**config.mk**
```make
export PLATFORM = sky130hd
export DESIGN_NAME = hsk_read_master
export DESIGN_NICKNAME = d
export VERILOG_FILES = /design/src/rtl/hsk_pkg.sv /design/src/rtl/hsk_sync.sv /design/src/rtl/hsk_ctrl.sv /design/src/rtl/hsk_read_master.sv
export SDC_FILE = /design/constraint.sdc
export NUM_CORES = 1
export LEC_CHECK = 0
export BUFFER_PORTS_ARGS = -buffer_cell sky130_fd_sc_hd__buf_4
export CORE_MARGIN = 8
export CORE_UTILIZATION = 45
export CTS_CLUSTER_SIZE = 30
export DETAILED_ROUTE_END_ITERATION = 6
export MAX_ROUTING_LAYER = met4
export PLACE_DENSITY = 0.77
export SYNTH_ARGS = -nofsm -noshare
export SYNTH_HDL_FRONTEND = slang
export SYNTH_SLANG_ARGS = --single-unit
```
**constraint.sdc**
```tcl
create_clock -name clk -period 2 [get_ports clk]
set_input_delay 0.3 -clock clk [delete_from_list [all_inputs] [get_ports clk]]
set_output_delay 0.3 -clock clk [all_outputs]
set_load 0.01 [all_outputs]
```
**src/rtl/hsk_pkg.sv**
```systemverilog
package hsk_pkg;

    typedef enum logic [2:0] {
        ST_IDLE   = 3'd0,
        ST_SETTLE = 3'd1,
        ST_WAIT   = 3'd2,
        ST_CAPT   = 3'd3,
        ST_REL    = 3'd4
    } hsk_state_e;

    // Bus control lines driven by the master
    typedef struct packed {
        logic rd_en;
        logic syn_n;
    } bus_ctl_t;

    localparam bus_ctl_t CTL_IDLE = '{rd_en: 1'b0, syn_n: 1'b1};

    function automatic int max_of(input int a, input int b);
        return (a > b) ? a : b;
    endfunction

    function automatic int at_least_one(input int a);
        return (a < 1) ? 1 : a;
    endfunction

endpackage

```
**src/rtl/hsk_sync.sv**
```systemverilog
module hsk_sync #(
    parameter int         W       = 1,
    parameter int         STAGES  = 2,
    parameter logic [W-1:0] RST_VAL = '0
) (
    input  logic         clk,
    input  logic         rst,
    input  logic [W-1:0] d,
    output logic [W-1:0] q
);
    logic [W-1:0] stg [STAGES];

    always_ff @(posedge clk) begin
        if (rst) stg[0] <= RST_VAL;
        else     stg[0] <= d;
    end

    for (genvar i = 1; i < STAGES; i++) begin : g_stage
        always_ff @(posedge clk) begin
            if (rst) stg[i] <= RST_VAL;
            else     stg[i] <= stg[i-1];
        end
    end

    assign q = stg[STAGES-1];
endmodule

```
**src/rtl/hsk_ctrl.sv**
```systemverilog
module hsk_ctrl
    import hsk_pkg::*;
#(
    parameter int AW          = 16,
    parameter int DW          = 32,
    parameter int SETTLE_CYC  = 2,
    parameter int TIMEOUT_CYC = 64
) (
    input  logic          clk,
    input  logic          rst,
    input  logic          req_valid,
    input  logic [AW-1:0] req_addr,
    output logic          req_ready,
    input  logic          ack_seen,
    input  logic [DW-1:0] bus_data,
    output logic [AW-1:0] bus_addr,
    output bus_ctl_t      ctl,
    output logic          rsp_valid,
    output logic [DW-1:0] rsp_data,
    output logic          rsp_err
);
    localparam int SETTLE_N = at_least_one(SETTLE_CYC);
    localparam int TO_N     = at_least_one(TIMEOUT_CYC);
    localparam int CW       = $clog2(max_of(SETTLE_N, TO_N) + 1);
    localparam logic [CW-1:0] SETTLE_LAST = CW'(SETTLE_N - 1);
    localparam logic [CW-1:0] TO_LAST     = CW'(TO_N - 1);

    hsk_state_e    state;
    logic [CW-1:0] cnt;

    assign req_ready = (state == ST_IDLE) && !ack_seen;

    always_ff @(posedge clk) begin
        if (rst) begin
            state     <= ST_IDLE;
            cnt       <= '0;
            bus_addr  <= '0;
            ctl       <= CTL_IDLE;
            rsp_valid <= 1'b0;
            rsp_data  <= '0;
            rsp_err   <= 1'b0;
        end else begin
            rsp_valid <= 1'b0;
            unique case (state)
                ST_IDLE: begin
                    if (req_valid && req_ready) begin
                        bus_addr  <= req_addr;
                        ctl.rd_en <= 1'b1;
                        cnt       <= '0;
                        state     <= ST_SETTLE;
                    end
                end
                ST_SETTLE: begin
                    if (cnt == SETTLE_LAST) begin
                        cnt       <= '0;
                        ctl.syn_n <= 1'b0;
                        state     <= ST_WAIT;
                    end else begin
                        cnt <= cnt + 1'b1;
                    end
                end
                ST_WAIT: begin
                    if (ack_seen) begin
                        state <= ST_CAPT;
                    end else if (cnt == TO_LAST) begin
                        ctl       <= CTL_IDLE;
                        rsp_valid <= 1'b1;
                        rsp_err   <= 1'b1;
                        rsp_data  <= '0;
                        state     <= ST_IDLE;
                    end else begin
                        cnt <= cnt + 1'b1;
                    end
                end
                ST_CAPT: begin
                    rsp_data  <= bus_data;
                    rsp_err   <= 1'b0;
                    rsp_valid <= 1'b1;
                    ctl       <= CTL_IDLE;
                    state     <= ST_REL;
                end
                ST_REL: begin
                    if (!ack_seen) state <= ST_IDLE;
                end
                default: state <= ST_IDLE;
            endcase
        end
    end
endmodule

```
**src/rtl/hsk_read_master.sv**
```systemverilog
module hsk_read_master
    import hsk_pkg::*;
#(
    parameter int AW          = 16,
    parameter int DW          = 32,
    parameter int SETTLE_CYC  = 2,
    parameter int TIMEOUT_CYC = 64,
    parameter int SYNC_STAGES = 2
) (
    input  logic          clk,
    input  logic          rst,
    input  logic          req_valid,
    input  logic [AW-1:0] req_addr,
    output logic          req_ready,
    output logic          rsp_valid,
    output logic [DW-1:0] rsp_data,
    output logic          rsp_err,
    output logic [AW-1:0] bus_addr,
    output logic          bus_rd_en,
    output logic          bus_syn_n,
    input  logic          bus_ack_n,
    input  logic [DW-1:0] bus_data
);
    logic     ack_n_s;
    bus_ctl_t ctl;

    hsk_sync #(.W(1), .STAGES(SYNC_STAGES), .RST_VAL(1'b1)) u_ack_sync (
        .clk (clk),
        .rst (rst),
        .d   (bus_ack_n),
        .q   (ack_n_s)
    );

    hsk_ctrl #(
        .AW(AW), .DW(DW), .SETTLE_CYC(SETTLE_CYC), .TIMEOUT_CYC(TIMEOUT_CYC)
    ) u_ctrl (
        .clk       (clk),
        .rst       (rst),
        .req_valid (req_valid),
        .req_addr  (req_addr),
        .req_ready (req_ready),
        .ack_seen  (~ack_n_s),
        .bus_data  (bus_data),
        .bus_addr  (bus_addr),
        .ctl       (ctl),
        .rsp_valid (rsp_valid),
        .rsp_data  (rsp_data),
        .rsp_err   (rsp_err)
    );

    assign bus_rd_en = ctl.rd_en;
    assign bus_syn_n = ctl.syn_n;
endmodule

```
==> results.toml <==
[clocking]
cts_max_level = 3
clk_pin_slew_ns = 0.06
postCtsSetupBuffers = 0
clk_latency_ns = 0.32
clockRootBuffer = "clkbuf_8"
cts_tree = "yes"
clock_sinks = 64
cts_buffers = 9
clk_path_buf_depth = 2
cts_resized = 0
cts_hold_buf = 0

[job]
drv_cap = 0

[pwr]
p_leak_nw = 1.51
ir_drop_mv = 0.518
power.density_nw_per_um2 = 755

[synth]
ys_async_sr_fraction_pct = 0
syn_nets = 293
ys_types = 40
yosysMostFrequentCell = "dfxtp_1"
syn_avg_cell_area_um2 = 10.0
yosys_register_bits = 64
synth_area_leader_cell = "dfxtp_1"
synth_edf_count = 0
synth_area_um2 = 2400
ys_top_cells_by_area = "dfxtp_1 53%, a22o_1 12%, nand2_1 6.0%, a21oi_1 4.8%, mux2i_1 2.1%"
ys_warn_count = 0
ys_seq_area_share_pct = 53.5
synth_commonest_cells = "64 x dfxtp_1, 38 x nand2_1, 32 x a22o_1"
yosys.area.top_type_share_pct = 53.5
synthFlopType = "dfxtp_1"
netlist_instances = 239

[global_route]
grt_pass1_vias = 2006
overflow = 0
grt_max_degree = 34
grt_antenna_before_repair = 0
grt.total_usage_pct = 16.1
grt_pass1_wl_um = 9720

[worst_setup_path]
cp.depth = 6
startpoint_type = "flop"
end_kind = "flop"
arrival_ns = 2.01
critPathBufInv = 1
cp-endpoint = "u_ctrl.rsp_data[16]"
worstReg2RegEnd = "u_ctrl.rsp_data[16]"
startpoint = "u_ctrl.cnt[0]"
max_stage_delay_ns = 0.41
cp_max_fo = 33
r2r_start = "u_ctrl.cnt[0]"
crit_required_ns = 2.21
critPathSlowestCell = "dfxtp_1"
crit_family = "compound AO/OA/AOI/OAI gates"
r2r_setup_slack_ns = 0.20
reg2reg_depth = 6
timing.critical_path.cells = "ha_1 -> nand3b_1 -> o31ai_2 -> a21oi_2 -> buf_4 -> a22o_1"
path_class = "reg -> reg"

[timing]
skew_ns = 0.00577
finalCritPeriodShare_pct = 90.0
fin_setup_tns_ns = 0
finalHoldViolations = 0
period_minus_slack_ns = 1.80
setup_viol = 0
fmax_mhz = 555
hold_ws_ns = 0.168
rsz0062_at_grt = "no"
slew_headroom_pct = 64.5
drv_slew = 0
worst_pin_slew_ns = 0.531

[worst_hold_path]
hold_path_class = "in -> reg"

[die]
pin_count = 105
core_um2 = 5140
dieArea_um2 = 7920
core.rowCount = 26
die_x_um = 89.0
dieHeight_um = 89.0
start_util_pct = 46.6

[routing]
drtIter0Drc = 90
via_per_inst = 5.13
ant_nets = 0
drt-total-wl_um = 6160
vias = 2122
drt_first_pass_iters = 4
wire_per_inst_um = 14.9
remaining_drc_errors = 0

[final_layout]
final_cell_count_no_fill = 414
drive_gt1_share_pct = 38.1
fillers = 437
areaGrowthSynthToFinish_pct = 41.0
n_antenna_cell = 0
final_nets = 397

[placement]
io_buffers = 104
dpl.cell_count = 402
hpwl_um = 4480
place.gp.congestion = 0.774

[outcome]
run_status = "complete, no violations"
[stage by stage]
step	setup WS, ns	utilization, %	instance area [µm²]	power (mW)
floorplan	0.425	-	2400	1.54
global placement	0.299	62.9	3230	1.70
detailed placement	0.223	62.9	3230	1.71
CTS	0.209	65.7	3380	2.58
global route	0.0772	65.7	3380	2.67
finish	0.199	65.7	3380	2.55
[worst min path at each step]
stage,slack [ns],startpoint,endpoint,cells after the start
3_5_place_dp,0.40,u_ack_sync.stg[0],u_ack_sync.stg[1],1
3_3_place_gp,0.39,u_ack_sync.stg[0],u_ack_sync.stg[1],1
4_1_cts,0.15,bus_ack_n,u_ack_sync.stg[0],2
5_1_grt,0.15,bus_ack_n,u_ack_sync.stg[0],2
6_report,0.17,bus_ack_n,u_ack_sync.stg[0],2
2_1_floorplan,0.39,u_ack_sync.stg[0],u_ack_sync.stg[1],1
[per-layer routing]
layer	global-route usage [%]	wire, µm	vias to the layer above
li1	-	-	1071
met1	19.7	2740	967
met2	24.3	2750	78
met3	4.87	617	6
met4	6.34	53	0
met5	-	0	-
[cell families after synthesis]
kind of cell / share of synthesized area [%]
AND/OR/NAND/NOR: 16.4
flip-flops: 53.5
multiplexers: 2.09
adder cells (fa/ha/maj): 1.04
AO/OA/AOI/OAI: 23.2
buffers and inverters: 3.76
[cell usage in the layout, fill, tap and decap left out, types with 2 or more instances in the layout]
| master | n |
|---|---|
| a211o_1 | 2 |
| a211oi_1 | 3 |
| a21o_1 | 2 |
| a21oi_1 | 23 |
| a22o_1 | 32 |
| and2_1 | 2 |
| buf_4 | 110 |
| clkbuf_8 | 10 |
| clkinv_2 | 2 |
| dfxtp_1 | 64 |
| ha_1 | 2 |
| inv_1 | 3 |
| mux2i_1 | 5 |
| nand2_1 | 38 |
| nand3_1 | 9 |
| nand3b_1 | 6 |
| nor2_1 | 4 |
| nor2b_1 | 2 |
| nor3_1 | 2 |
| o21ai_0 | 2 |
| or2_2 | 2 |
[registers in the layout, summed over array words and instances, names as in the netlist]
register          count
u_ack_sync.stg        2
u_ctrl.cnt            7
u_ctrl.state          3
u_ctrl.ctl            2
u_ctrl.rsp_err        1
u_ctrl.bus_addr      16
u_ctrl.rsp_valid      1
u_ctrl.rsp_data      32
[where the power goes]
part	switching [mW]	internal [mW]
Combinational	0.157	0.174
Sequential	0.0308	1.32
Clock	0.420	0.451
[cell type report]
class                   count  area [µm²]  area share, %
clock inverters             2        10.0          0.296
multi-input cells         155        1020           30.3
flip-flops and latches     64        1280           37.9
well taps                  70        87.6           2.59
repair buffers            110         826           24.4
inverters                   3        11.3          0.333
clock buffers              10         138           4.07
No activity file was read; power rests on OpenSTA's default activity.
